$ cat src/rtl/clk_los_pkg.sv
package clk_los_pkg;

   typedef enum logic [1:0] {
      MODE_OFF  = 2'b00,
      MODE_RSVD = 2'b01,
      MODE_SLOW = 2'b10,
      MODE_FAST = 2'b11
   } los_mode_e;

   localparam int unsigned VAL_TICKS_MAX = 13000;
   localparam int unsigned VAL_W         = $clog2(VAL_TICKS_MAX + 1);

   // last count value of the validation timer for each select code
   function automatic logic [VAL_W-1:0] val_last(input logic [1:0] sel);
      logic [VAL_W-1:0] r;
      case (sel)
         2'b00:   r = VAL_W'(2 - 1);
         2'b01:   r = VAL_W'(100 - 1);
         2'b10:   r = VAL_W'(200 - 1);
         default: r = VAL_W'(VAL_TICKS_MAX - 1);
      endcase
      return r;
   endfunction

endpackage

$ cat src/rtl/los_tick_gen.sv
module los_tick_gen #(
   parameter int unsigned DIV = 1000
) (
   input  logic clk,
   input  logic rst,
   output logic tick
);
   generate
      if (DIV < 1) begin : g_bad
         $error("los_tick_gen: DIV must be at least 1");
      end

      if (DIV == 1) begin : g_pass
         assign tick = 1'b1;
      end else begin : g_div
         localparam int unsigned CW = $clog2(DIV);
         localparam logic [CW-1:0] LAST = CW'(DIV - 1);
         logic [CW-1:0] cnt_q;

         always_ff @(posedge clk) begin
            if (rst)              cnt_q <= '0;
            else if (cnt_q == LAST) cnt_q <= '0;
            else                  cnt_q <= cnt_q + 1'b1;
         end

         assign tick = (cnt_q == LAST);

         // ticks are single-cycle pulses spaced DIV cycles apart
         assert_tick_pulse_R6: assert property (@(posedge clk) disable iff (rst)
            tick |=> !tick);
      end
   endgenerate
endmodule

$ cat src/rtl/los_edge_sync.sv
module los_edge_sync #(
   parameter int unsigned STAGES = 2
) (
   input  logic clk,
   input  logic rst,
   input  logic async_in,
   output logic rise
);
   generate
      if (STAGES < 2) begin : g_bad
         $error("los_edge_sync: STAGES must be at least 2");
      end
   endgenerate

   // STAGES synchroniser flops plus one history flop
   logic [STAGES:0] sh_q;

   always_ff @(posedge clk) begin
      if (rst) sh_q <= '0;
      else     sh_q <= {sh_q[STAGES-1:0], async_in};
   end

   assign rise = sh_q[STAGES-1] & ~sh_q[STAGES];

   assert_rise_pulse_R1: assert property (@(posedge clk) disable iff (rst)
      rise |=> !rise);
endmodule

$ cat src/rtl/los_channel.sv
module los_channel
   import clk_los_pkg::*;
#(
   parameter int unsigned MISS_CYC = 64
) (
   input  logic       clk,
   input  logic       rst,
   input  logic       tick,
   input  logic       rise,
   input  logic [1:0] mode,
   input  logic [1:0] valtime,
   output logic       alarm
);
   localparam int unsigned GAP_W = $clog2(2 * MISS_CYC + 1);
   localparam logic [GAP_W-1:0] GAP_FAST = GAP_W'(MISS_CYC - 1);
   localparam logic [GAP_W-1:0] GAP_SLOW = GAP_W'(2 * MISS_CYC - 1);

   generate
      if (MISS_CYC < 4) begin : g_bad
         $error("los_channel: MISS_CYC must be at least 4");
      end
   endgenerate

   los_mode_e        mode_e;
   logic             active;
   logic [GAP_W-1:0] gap_last;
   logic [GAP_W-1:0] gap_q;
   logic [VAL_W-1:0] val_q;
   logic             alarm_q;
   logic             fault;
   logic             val_done;

   assign mode_e   = los_mode_e'(mode);
   assign active   = (mode_e == MODE_FAST) || (mode_e == MODE_SLOW);
   assign gap_last = (mode_e == MODE_SLOW) ? GAP_SLOW : GAP_FAST;
   assign fault    = active && !rise && (gap_q == gap_last);
   assign val_done = tick && (val_q >= val_last(valtime));

   // missing-pulse window counter
   always_ff @(posedge clk) begin
      if (rst || !active || rise || fault) gap_q <= '0;
      else                                 gap_q <= gap_q + 1'b1;
   end

   // sticky alarm with restartable validation timer
   always_ff @(posedge clk) begin
      if (rst || !active) begin
         alarm_q <= 1'b0;
         val_q   <= '0;
      end else if (fault) begin
         alarm_q <= 1'b1;
         val_q   <= '0;
      end else if (!alarm_q) begin
         val_q   <= '0;
      end else if (val_done) begin
         alarm_q <= 1'b0;
         val_q   <= '0;
      end else if (tick) begin
         val_q   <= val_q + 1'b1;
      end
   end

   assign alarm = alarm_q;

   assert_fault_sets_R1: assert property (@(posedge clk) disable iff (rst)
      fault |=> alarm_q);

   assert_gap_bound_R2: assert property (@(posedge clk) disable iff (rst)
      gap_q <= GAP_SLOW);

   assert_off_quiet_R3: assert property (@(posedge clk) disable iff (rst)
      !active |=> (!alarm_q && gap_q == '0 && val_q == '0));

   assert_sticky_R4: assert property (@(posedge clk) disable iff (rst)
      (alarm_q && active && !val_done) |=> alarm_q);

   assert_restart_R5: assert property (@(posedge clk) disable iff (rst)
      (alarm_q && fault) |=> (alarm_q && val_q == '0));
endmodule

$ cat src/rtl/clk_los_monitor.sv
module clk_los_monitor
   import clk_los_pkg::*;
#(
   parameter int unsigned NUM_CH      = 4,
   parameter int unsigned MISS_CYC    = 64,
   parameter int unsigned TICK_DIV    = 1000,
   parameter int unsigned SYNC_STAGES = 2
) (
   input  logic                  clk_ref,
   input  logic                  rst,
   input  logic [NUM_CH-1:0]     clk_in,
   input  logic [2*NUM_CH-1:0]   mode,
   input  logic [1:0]            valtime,
   output logic [NUM_CH-1:0]     los_alarm,
   output logic                  alarm_any
);
   generate
      if (NUM_CH < 1) begin : g_bad
         $error("clk_los_monitor: NUM_CH must be at least 1");
      end
   endgenerate

   logic             ms_tick;
   logic [NUM_CH-1:0] rise;

   los_tick_gen #(.DIV(TICK_DIV)) u_tick (
      .clk  (clk_ref),
      .rst  (rst),
      .tick (ms_tick)
   );

   generate
      for (genvar i = 0; i < NUM_CH; i++) begin : g_ch
         los_edge_sync #(.STAGES(SYNC_STAGES)) u_sync (
            .clk      (clk_ref),
            .rst      (rst),
            .async_in (clk_in[i]),
            .rise     (rise[i])
         );

         los_channel #(.MISS_CYC(MISS_CYC)) u_mon (
            .clk     (clk_ref),
            .rst     (rst),
            .tick    (ms_tick),
            .rise    (rise[i]),
            .mode    (mode[2*i +: 2]),
            .valtime (valtime),
            .alarm   (los_alarm[i])
         );
      end
   endgenerate

   always_ff @(posedge clk_ref) begin
      if (rst) alarm_any <= 1'b0;
      else     alarm_any <= |los_alarm;
   end

   assert_summary_set_R8: assert property (@(posedge clk_ref) disable iff (rst)
      (|los_alarm) |=> alarm_any);

   assert_summary_clear_R8: assert property (@(posedge clk_ref) disable iff (rst)
      !(|los_alarm) |=> !alarm_any);
endmodule

$ cat config.mk
export PLATFORM = sky130hd
export DESIGN_NAME = clk_los_monitor
export DESIGN_NICKNAME = d
export VERILOG_FILES = /design/src/rtl/clk_los_pkg.sv /design/src/rtl/los_tick_gen.sv /design/src/rtl/los_edge_sync.sv /design/src/rtl/los_channel.sv /design/src/rtl/clk_los_monitor.sv
export SDC_FILE = /design/constraint.sdc
export NUM_CORES = 1
export LEC_CHECK = 0
export BUFFER_PORTS_ARGS = -buffer_cell sky130_fd_sc_hd__clkbuf_2
export CAP_MARGIN = 20
export CORE_MARGIN = 5
export CORE_UTILIZATION = 40
export DETAILED_ROUTE_END_ITERATION = 12
export PLACE_DENSITY = 0.6
export SYNTH_ARGS = -nofsm -noshare
export SYNTH_HDL_FRONTEND = slang
export SYNTH_SLANG_ARGS = --single-unit
$ cat constraint.sdc
create_clock -name clk_ref -period 2.7 [get_ports clk_ref]
set_input_delay 0.675 -clock clk_ref [delete_from_list [all_inputs] [get_ports clk_ref]]
set_output_delay 0.675 -clock clk_ref [all_outputs]
set_load 0.02 [all_outputs]
# Yosys cells after proc, flatten, opt, wreduce, memory -nomap -nowiden
# Index checks and enable logic that the tools add are counted.
word_totals:
  output_inout_bits: 5
  ff_bits: 115
  input_bits: 16
classes:
  n_reduce_logical: 43
  add_sub_neg: 9
  magnitude_cmp: 4
  n_bitwise: 12
  mux: 17
  n_eq_ne: 15
ops:
  columns: ["op", "n"]
  rows:
  - ["$add A14 B1 Y14 const B", 4]
  - ["$ge A14 B14 Y1", 4]
  - ["$pmux W14 S3", 1]
  - ["$add A8 B1 Y8 const B", 4]
  - ["$eq A8 B8 Y1", 4]
  - ["$mux W7", 4]
  - ["$reduce_or A4 Y1", 5]
  - ["$eq A2 B2 Y1 const B", 9]
  - ["$logic_or A1 B1 Y1", 16]
  - ["$logic_and A1 B1 Y1", 12]
  - ["$mux W1", 12]
  - ["$add A10 B1 Y10 const B", 1]
  - ["$eq A10 B10 Y1 const B", 1]
  - ["$logic_not A1 Y1", 8]
  - ["$not A1 Y1", 8]
  - ["$and A1 B1 Y1", 4]
  - ["$eq A2 B1 Y1 const B", 1]
  - ["$logic_not A2 Y1", 1]
  - ["$reduce_or A2 Y1", 1]

# Depth between registers and ports, before layout
# Gate-level depths: netlist of run 1.
depth:
  ltp_word: 7
  mapped_depth: 9
  ltp_nobuf: 8

# By module
# A second synthesis of run 1 with hierarchy kept.
unflattened:
  hier_cells: 679
  hier_area_um2: 6130.9
by_module_without_submodules:
  columns: ["module", "n_inst", "seq_area_each_um2", "cells_per_inst", "area_each_um2"]
  rows:
  - ["los_channel", 4, 460.4, 148, 1315.0]
  - ["los_tick_gen", 1, 200.2, 56, 490.5]
  - ["los_edge_sync", 4, 60.1, 7, 87.6]
  - ["clk_los_monitor", 1, 20.0, 3, 30.0]

# Worst setup path before layout of run 1
# Ideal clock, no wire load.
synth_timing:
  kind: "input -> register"
  startpoint: "in valtime[1]"
  endpoint: "reg g_ch[2].u_mon.val_q[10]"
  slack_ps: 93
  required_time_ps: 2572
  t_arrival_ps: 2479
  setup_ps: 128
  cell_stages: 8
  cell_sequence: "nand2_1 ha_1 nand4b_1 or4_1 a211oi_1 a2bb2oi_2 buf_6 nor3_1"
synth_via:
  elab_chain_cells: 5
  elab_cells_between_ends: 7
  classes_between: "order compare: 1; eq/ne: 2; mux: 1; reduce/logical: 3"
synth_lines:
  columns: ["item", "line", "text"]
  rows:
  - ["from (decl)", "clk_los_monitor.sv:13", "input logic [1:0] valtime,"]
  - ["$eq A2 B2 Y1, or another cell as far along", "clk_los_pkg.sv:16", "case (sel)"]
  - ["$pmux W14 S3 (*)", "clk_los_pkg.sv:16", null]
  - ["$ge A14 B14 Y1 (*)", "los_channel.sv:37", "assign val_done = tick && (val_q >= val_last(valtime));"]
  - ["$logic_and A1 B1 Y1 (*)", "los_channel.sv:37", null]
  - ["$reduce_or A4 Y1 (no source line) (*)", null, null]
  - ["to (signal assigned)", "los_channel.sv:59", "val_q <= val_q + 1'b1;"]
  - ["to (decl)", "los_channel.sv:28", "logic [VAL_W-1:0] val_q;"]
# Mark *: on every way between the ends. The rest lies on a longest branch, timed or not.
# A chain may end at the register's enable or synchronous reset.

# Final worst setup path of run 1
layout_timing:
  startpoint: "in valtime[1]"
  endpoint: "reg g_ch[2].u_mon.val_q[3]"
# Same word-level chain as after synthesis.

==> metrics.txt, run 1 <==
# diodes=0; reg2reg start=g_ch[2].u_mon.val_q[7]; initial cell density of the core=40.8%; Hold Path Class=register to register; Slew Limit Fails=0; max-cap violation count=0; fmax=426 MHz; Post-DP HPWL=8510 um; Final Cell Area=0.00662 sq mm; Layout Nets=704; worst-path cell chain=clkbuf_2, inv_1, nand2_1, ha_1, a2111oi_0, a211oi_1, a2bb2oi_2, buf_4, nor3_1; measured slew at the worst slew-check pin=518 ps; Vias/cell=5.18; # hold bufs at CTS=0; Critical Path RT=3030 ps; Cell variety after synth=48; Worst path depth=9; busiest layer in global routing=met2; Synth Flop Type=dfxtp_1; critical path data arrival time=2680 ps; DIE WIDTH=129 um; LEAKAGE=0.00247 uW; clk_skew=10.6 ps; Hold Vio Cnt, Final=0; final wirelength=11900 um; CTS tree=built; Detailed Route Iter0 Violations=254; Detail Route Antenna Nets=0; die area=0.0166 sq mm; drt first pass iters=4; port buffer count=20; VDD IR max=0.000386 V; cell area power density=609 mW/mm^2; CP Class=input pin to register; Worst setup EP type=register; final setup vio count=0; first-pass GRT wire length=20100 um; postcts setup bufs=0; setup repair after global routing missed its margin=no; GRT overflow=0; GR Layer Usage met1=19.1%; Rows=43; Mapped Area=0.00564 sq mm; CORE AREA=0.0138 sq mm; CTS max path bufs=2; worst-case reg-to-reg path depth=7; num ports=21; via count of the first global-routing pass=4240; cts repair resizes=0; Critical Path Start Type=input pin; run status=complete, no violations; Area Overhead vs Synth=17.4%; post-route insts no fill=844; Seq/Total Area, Yosys=40.9%; Synthesized Nets=661; CP startpoint=valtime[1]; met2 Use GR=24.4%; ys async rst share=0%; total CTS buffers=17; area leader, netlist=dfxtp_1; Max-Slew Margin vs Limit=64.6%; routed len/inst=14.1 um; share of cells above drive strength 1=12.7%; largest net degree at the start of global routing=17; via count=4370; GRT Overall Usage=15.1%; top cell family by delay on the critical path=compound AO/OA/AOI/OAI gates; Root Buffer=clkbuf_16; fin crit period=2350 ps; Placed Cells=812; count leader, synth=dfxtp_1; #FFs+latches synth=115; Syn Inst Count=608; Placed Instance Area=0.00603 sq mm; area share of the leading cell type in the synthesized netlist=40.9%; Worst-Skew Late Latency=410 ps; clock tree sinks=115; Synthesis Warnings=0; number of buffers and inverters on the critical path=3; DRC Markers=0; CTS H-tree depth=4; Clock Pin Slew Worst Setup and Hold Paths=60 ps; grt met3 use=4.32%; reg2reg end=g_ch[2].u_mon.val_q[3]; crit path to=g_ch[2].u_mon.val_q[3]; initial antenna violation count=0; die height=129 um; Commonest cells post-synth=dfxtp_1, nor2_1, xnor2_1; FF-to-FF setup slack=530 ps; Crit-path slowest cell=a2111oi_0; EDFF count, synth=0; Synth area leaders=dfxtp_1, ha_1, xnor2_1, xor2_1, nor2_1; Final GP Congestion=0.852; Crit Path Max Fanout=9; CP max stage delay=510 ps; final period utilization=87.0%; Syn Area/Cell=9.27 sq um
==> through the flow <==
stage	TNS (ps)	utilization (%)	setup WS (ps)	total power (uW)	hold slack [ps]
5_1_grt	0	47.9	248	4190	464
6_report	0	47.9	351	4030	438
3_3_place_gp	0	43.6	1.18	1890	419
4_1_cts	0	47.9	355	4080	442
2_1_floorplan	0	-	93.0	1840	413
3_5_place_dp	-614	43.6	-74.2	1890	428
==> power by group <==
| group | internal (uW) | switching [uW] |
|---|---|---|
| sequential | 1710 | 10.0 |
| combinational | 58.5 | 73.6 |
| clock | 1360 | 812 |
==> worst min-delay path by stage <==
stage,from,end,cells after the start
5_1_grt,g_ch[0].u_sync.sh_q[0],g_ch[0].u_sync.sh_q[1],1
6_report,g_ch[0].u_sync.sh_q[0],g_ch[0].u_sync.sh_q[1],1
3_3_place_gp,g_ch[0].u_sync.sh_q[0],g_ch[0].u_sync.sh_q[1],1
4_1_cts,g_ch[0].u_sync.sh_q[0],g_ch[0].u_sync.sh_q[1],1
2_1_floorplan,g_ch[3].u_mon.gap_q[0],g_ch[3].u_mon.gap_q[0],1
3_5_place_dp,g_ch[0].u_sync.sh_q[0],g_ch[0].u_sync.sh_q[1],1
==> kinds of logic (layout without fill, tap and decap cells) <==
| group | Yosys count | after routing | synth area share, % |
|---|---|---|---|
| buffers and inverters | 30 | 86 | 2.84 |
| and+or+nand+nor | 291 | 291 | 27.8 |
| xor gates and xnor gates | 87 | 87 | 13.5 |
| muxes | 3 | 3 | 0.533 |
| adders and majority gates | 39 | 39 | 8.57 |
| AOI/OAI and AO/OA | 43 | 43 | 5.86 |
| DFF | 115 | 115 | 40.9 |
==> routing by layer <==
metal / vias up / routed length (um)
met5: - / 0
met4: 0 / 197
met3: 18 / 359
met2: 51 / 5600
met1: 2059 / 5770
li1: 2242 / -
==> registers in the layout, indices dropped and copies added, names as in the netlist <==
| signal | count |
|---|---|
| alarm_any | 1 |
| g_ch.u_mon.alarm | 4 |
| g_ch.u_mon.gap_q | 32 |
| g_ch.u_mon.val_q | 56 |
| g_ch.u_sync.sh_q | 12 |
| u_tick.g_div.cnt_q | 10 |
==> cell type report <==
class | instances | area (sq um)
sequential | 115 | 2300
clock buffer | 17 | 425
clock inverter | 15 | 160
fill | 1278 | 7210
tap | 180 | 225
inverter | 10 | 37.5
multi-input combinational | 463 | 3170
timing repair buffer | 44 | 293
==> layout by cell type, fill, tap and decap left out, types with 6 or more instances in the layout <==
cell / n
dfxtp_1: 115
nor2_1: 83
xnor2_1: 50
xor2_1: 37
ha_1: 37
nand4_1: 27
and3_1: 27
nand3_1: 27
nand2_1: 26
nor3b_1: 24
buf_4: 23
clkbuf_2: 20
nor3_1: 19
nor2b_1: 17
clkbuf_16: 17
nand2b_1: 11
inv_1: 10
and4_1: 9
nor4_1: 7
o21ai_0: 6
a211oi_1: 6
Note: power is estimated with default switching activity, not from simulation.
==> run 2: changes to the inputs <==
CORE_MARGIN = unset   (was 5)
==> metrics.txt, run 2 (synthesized netlist as in run 1, its figures left out) <==
worst-case reg-to-reg path depth=7 (unchanged); max reg flops=56 (unchanged); hold depth=1 (unchanged); Clock Pin Slew Worst Setup and Hold Paths=50 ps (was 60 ps); Critical Path Start Type=input pin (unchanged); via count of the first global-routing pass=4375 (was 4240); Seq pwr share=40.2% (was 42.8%); clk_skew=6.38 ps (was 10.6 ps); area of the multi-input gates=0.00317 sq mm (unchanged); initial cell density of the core=40.8% (unchanged); sw frac=19.6% (was 22.2%); Max-Slew Margin vs Limit=68.8% (was 64.6%); final period utilization=88.7% (was 87.0%); Root Buffer=clkbuf_16 (unchanged); hold path startpoint=g_ch[2].u_sync.sh_q[0] (was g_ch[0].u_sync.sh_q[0]); run status=complete, no violations (unchanged); Critical Path RT=3000 ps (was 3030 ps); Worst-Skew Late Latency=410 ps (about the same); commonest non-fill, non-tap cell in the layout=dfxtp_1 (unchanged); Detail Route Antenna Nets=0 (unchanged); die height=121 um (was 129 um); postcts setup bufs=0 (unchanged); Crit Path Max Fanout=8 (was 9); cell area power density=641 mW/mm^2 (was 609 mW/mm^2); VDD IR max=0.000399 V (was 0.000386 V); CP max stage delay=400 ps (was 510 ps); CTS max path bufs=2 (unchanged); reg2reg end=g_ch[2].u_mon.val_q[8] (was g_ch[2].u_mon.val_q[3]); Vias/cell=5.19 (was 5.18); Detailed Route Iter0 Violations=251 (was 254); CP Class=input pin to register (unchanged); CTS tree=built (unchanged); power share of the combinational group=3.1% (was 3.3%); # hold bufs at CTS=0 (unchanged); initial antenna violation count=0 (unchanged); total CTS buffers=17 (unchanged); final wirelength=12100 um (was 11900 um); drt first pass iters=4 (unchanged); clock tree sinks=115 (unchanged); cts repair resizes=0 (unchanged); GRT overflow=0 (unchanged); setup TNS=0 ps (unchanged); Worst Hold Endpoint=g_ch[2].u_sync.sh_q[1] (was g_ch[0].u_sync.sh_q[1]); Hold Vio Cnt, Final=0 (unchanged); # fillers=1260 (was 1278); Finished Core Util=48.4% (was 47.9%); die area=0.0146 sq mm (was 0.0166 sq mm); reg2reg start=g_ch[2].u_mon.val_q[7] (unchanged); register area=0.00230 sq mm (unchanged); Post-DP HPWL=8650 um (was 8510 um); Layout Nets=705 (was 704); # diodes=0 (unchanged); Final GP Congestion=0.815 (was 0.852); Hold Path Class=register to register (unchanged); Clock power frac=56.6% (was 53.9%); net switching power=841 uW (was 896 uW); most frequent cells in the layout=dfxtp_1, nor2_1, xnor2_1 (unchanged); via count=4377 (was 4370); share of cells above drive strength 1=12.3% (was 12.7%); leading registers by flop count=g_ch.u_mon.val_q: 56 flops, g_ch.u_mon.gap_q: 32 flops, g_ch.u_sync.sh_q: 12 flops (unchanged); first-pass GRT wire length=20800 um (was 20100 um); critical path data arrival time=2690 ps (was 2680 ps); Slew Limit Fails=0 (unchanged); Rows=43 (unchanged); WHS=437 ps (was 438 ps); GRT Overall Usage=18.3% (was 15.1%); Crit-path slowest cell=or4_1 (was a2111oi_0); final setup vio count=0 (unchanged); port buffer count=20 (unchanged); CTS H-tree depth=4 (unchanged); routed len/inst=14.4 um (was 14.1 um); fmax=418 MHz (was 426 MHz); CORE AREA=0.0138 sq mm (unchanged); max-cap violation count=0 (unchanged); num ports=21 (unchanged); LEAKAGE=0.00252 uW (was 0.00247 uW); worst-path cell chain=clkbuf_2, inv_1, nand2_1, ha_1, nor2_1, or4_1, a211oi_1, a2bb2oi_2, buf_4, nor3_1 (was clkbuf_2, inv_1, nand2_1, ha_1, a2111oi_0, a211oi_1, a2bb2oi_2, buf_4, nor3_1); setup repair after global routing missed its margin=no (unchanged); Worst setup EP type=register (unchanged); largest net degree at the start of global routing=17 (unchanged); FF-to-FF setup slack=560 ps (was 530 ps); DIE WIDTH=121 um (was 129 um); fin crit period=2390 ps (was 2350 ps); Area Overhead vs Synth=18.7% (was 17.4%); DRC Markers=0 (unchanged); Reg with most FFs=g_ch.u_mon.val_q (unchanged); measured slew at the worst slew-check pin=462 ps (was 518 ps); Internal=3450 uW (was 3130 uW)
[run 2: layout make-up]
| cell class | count | area share [%] |
|---|---|---|
| clock buffers | 21 | 6.88 |
| well taps | 180 | 3.37 |
| flip-flops and latches | 115 | 34.4 |
| inverters | 10 | 0.561 |
| multi-input cells | 463 | 47.4 |
| clock inverters | 10 | 2.69 |
| repair buffers | 45 | 4.67 |
[run 2: worst max path at each step]
stage	from	slack, ps	depth (start not counted)	to
global placement	valtime[1]	-80	10	g_ch[2].u_mon.val_q[8]
detailed placement	valtime[1]	-90	10	g_ch[2].u_mon.val_q[7]
global route	valtime[1]	160	9	g_ch[2].u_mon.val_q[13]
CTS	valtime[1]	330	10	g_ch[2].u_mon.val_q[7]
finish	valtime[1]	310	10	g_ch[2].u_mon.val_q[4]
floorplan	valtime[1]	90	8	g_ch[2].u_mon.val_q[10]
[run 2: critical path, delay by kind of cell]
family,cells,cell delay (ps)
simple gates,4,760
fa+ha+maj,1,360
buf+inv,3,480
compound gates,2,430
[run 2: layer usage]
layer / track usage [%] / part of all wire, % / routed length, um / vias to the layer above
li1: - / - / - / 2247
met1: 22.9 / 47 / 5670 / 2052
met2: 29.6 / 48 / 5780 / 63
met3: 4.48 / 3.9 / 474 / 15
met4: 8.56 / 1.6 / 189 / 0
met5: 0 / 0 / 0 / -
[run 2: metrics by stage]
stage	setup slack (ps)	instance area, sq um	power [uW]	cells
after floorplan	93.0	5640	1840	608
after global placement	-79.4	6050	1890	813
after detailed placement	-93.9	6050	1900	813
after CTS	329	6690	4350	844
after global routing	164	6690	4440	844
final	306	6690	4290	844
[run 2: power by group through the flow]
stage	registers (uW)	clock network, uW	logic, uW
floorplan	1760	0	79.2
global placement	1760	0	129
detailed placement	1760	0	134
CTS	1720	2490	135
global route	1730	2570	151
finish	1730	2430	134
==> run 3: changes to the inputs <==
RECOVER_POWER = 50   (was unset)
==> metrics.txt, run 3 (synthesized netlist as in run 1, its figures left out) <==
total CTS buffers=17 (unchanged); die area=0.0146 sq mm (unchanged); CTS max path bufs=2 (unchanged); Critical Path Start Type=input pin (unchanged); Area Overhead vs Synth=18.4% (was 18.7%); Slew Limit Fails=0 (unchanged); cell area power density=644 mW/mm^2 (was 641 mW/mm^2); CTS H-tree depth=4 (unchanged); DRC Markers=0 (unchanged); GRT overflow=0 (unchanged); DIE WIDTH=121 um (unchanged); Detail Route Antenna Nets=0 (unchanged); CP Class=input pin to register (unchanged); Final GP Congestion=0.815 (unchanged); final setup vio count=0 (unchanged); run status=complete, no violations (unchanged); num ports=21 (unchanged); initial cell density of the core=40.8% (unchanged); Vias/cell=5.21 (was 5.19); largest net degree at the start of global routing=17 (unchanged); total power=4290 uW (about the same); worst-path cell chain=clkbuf_2, inv_1, nand2_1, ha_1, nor2_1, or4_1, a211oi_1, a2bb2oi_2, buf_4, nor3_1 (unchanged); measured slew at the worst slew-check pin=805 ps (was 462 ps); clock tree sinks=115 (unchanged); Layout Nets=705 (unchanged); share of cells above drive strength 1=11.0% (was 12.3%); Finished Core Util=48.2% (was 48.4%); Placed Instance Area=0.00605 sq mm (unchanged); final wirelength=12100 um (about the same); most frequent cells in the layout=dfxtp_1, nor2_1, xnor2_1 (unchanged); GRT Overall Usage=18.3% (unchanged); setup repair after global routing missed its margin=no (unchanged); cts repair resizes=0 (unchanged); Detailed Route Iter0 Violations=231 (was 251); die height=121 um (unchanged); initial antenna violation count=0 (unchanged); Crit-path slowest cell=or4_1 (unchanged); leading registers by flop count=g_ch.u_mon.val_q: 56 flops, g_ch.u_mon.gap_q: 32 flops, g_ch.u_sync.sh_q: 12 flops (unchanged); fmax=420 MHz (was 418 MHz); via count=4395 (was 4377); port buffer count=20 (unchanged); Worst-Skew Late Latency=410 ps (about the same); Crit Path Max Fanout=8 (unchanged); routed len/inst=14.4 um (about the same); Clock Pin Slew Worst Setup and Hold Paths=50 ps (about the same); Critical Path RT=3000 ps (about the same); number of buffers and inverters on the critical path=3 (unchanged); Worst setup EP type=register (unchanged); first-pass GRT wire length=20800 um (unchanged); clk_skew=4.45 ps (was 6.38 ps); via count of the first global-routing pass=4375 (unchanged); commonest non-fill, non-tap cell in the layout=dfxtp_1 (unchanged); Root Buffer=clkbuf_16 (unchanged); top cell family by delay on the critical path=simple AND/OR/NAND/NOR gates (unchanged); Reg with most FFs=g_ch.u_mon.val_q (unchanged); LEAKAGE=0.00249 uW (was 0.00252 uW); critical path data arrival time=2680 ps (was 2690 ps); fin crit period=2380 ps (was 2390 ps); # hold bufs at CTS=0 (unchanged); setup TNS=0 ps (unchanged); Post-Place Setup Slack=-93.9 ps (unchanged); postcts setup bufs=0 (unchanged); VDD IR max=0.000400 V (was 0.000399 V); CTS tree=built (unchanged); Post-DP HPWL=8650 um (unchanged); drt first pass iters=4 (unchanged); final period utilization=88.2% (was 88.7%); Hold Path Class=register to register (unchanged); max-cap violation count=0 (unchanged); Hold Vio Cnt, Final=0 (unchanged); max reg flops=56 (unchanged); Rows=43 (unchanged); CP max stage delay=400 ps (about the same); Max-Slew Margin vs Limit=46.3% (was 68.8%); # diodes=0 (unchanged); fin worst setup slack=317 ps (was 306 ps); Final Cell Area=0.00667 sq mm (was 0.00669 sq mm); CORE AREA=0.0138 sq mm (unchanged)
run 3: changes by cell type in the layout (fill, tap and decap cells not counted), sizes merged:
| cell | before | now |
|---|---|---|
| clkbuf | 41 | 43 |
| buf | 25 | 23 |
run 3: layout make-up:
class	instances	area [sq um]
Clock buffer	21	460
Clock inverter	10	180
Fill cell	1262	7160
Inverter	10	37.5
Multi-Input combinational cell	463	3170
Sequential cell	115	2300
Tap cell	180	225
Timing Repair Buffer	45	298
run 3: per-layer routing:
layer / wire length (um) / up-vias / part of all wire (%) / GRT usage, %
li1: - / 2247 / - / -
met1: 5780 / 2070 / 48 / 22.9
met2: 5790 / 63 / 48 / 29.6
met3: 394 / 15 / 3.2 / 4.48
met4: 182 / 0 / 1.5 / 8.56
met5: 0 / - / 0 / 0
run 3: final timing paths:
path | from | endpoint | slack [ps] | cells after the start
setup reg to reg | u_tick.g_div.cnt_q[0] | g_ch[3].u_mon.alarm | 410 | 6
hold reg to reg | g_ch[2].u_sync.sh_q[0] | g_ch[2].u_sync.sh_q[1] | 440 | 1
hold / removal | g_ch[2].u_sync.sh_q[0] | g_ch[2].u_sync.sh_q[1] | 440 | 1
setup / recovery | valtime[1] | g_ch[2].u_mon.val_q[4] | 320 | 10
run 3: report_power, final:
group / internal (uW) / switching [uW]
Sequential: 1720 / 10.1
Combinational: 58.9 / 74.4
Clock: 1670 / 762
Total: 3450 / 846
run 3: per-stage QoR:
stage | hold slack (ps) | instances
2_1_floorplan | 413 | 608
3_3_place_gp | 420 | 813
3_5_place_dp | 423 | 813
4_1_cts | 435 | 844
5_1_grt | 455 | 844
6_report | 437 | 844
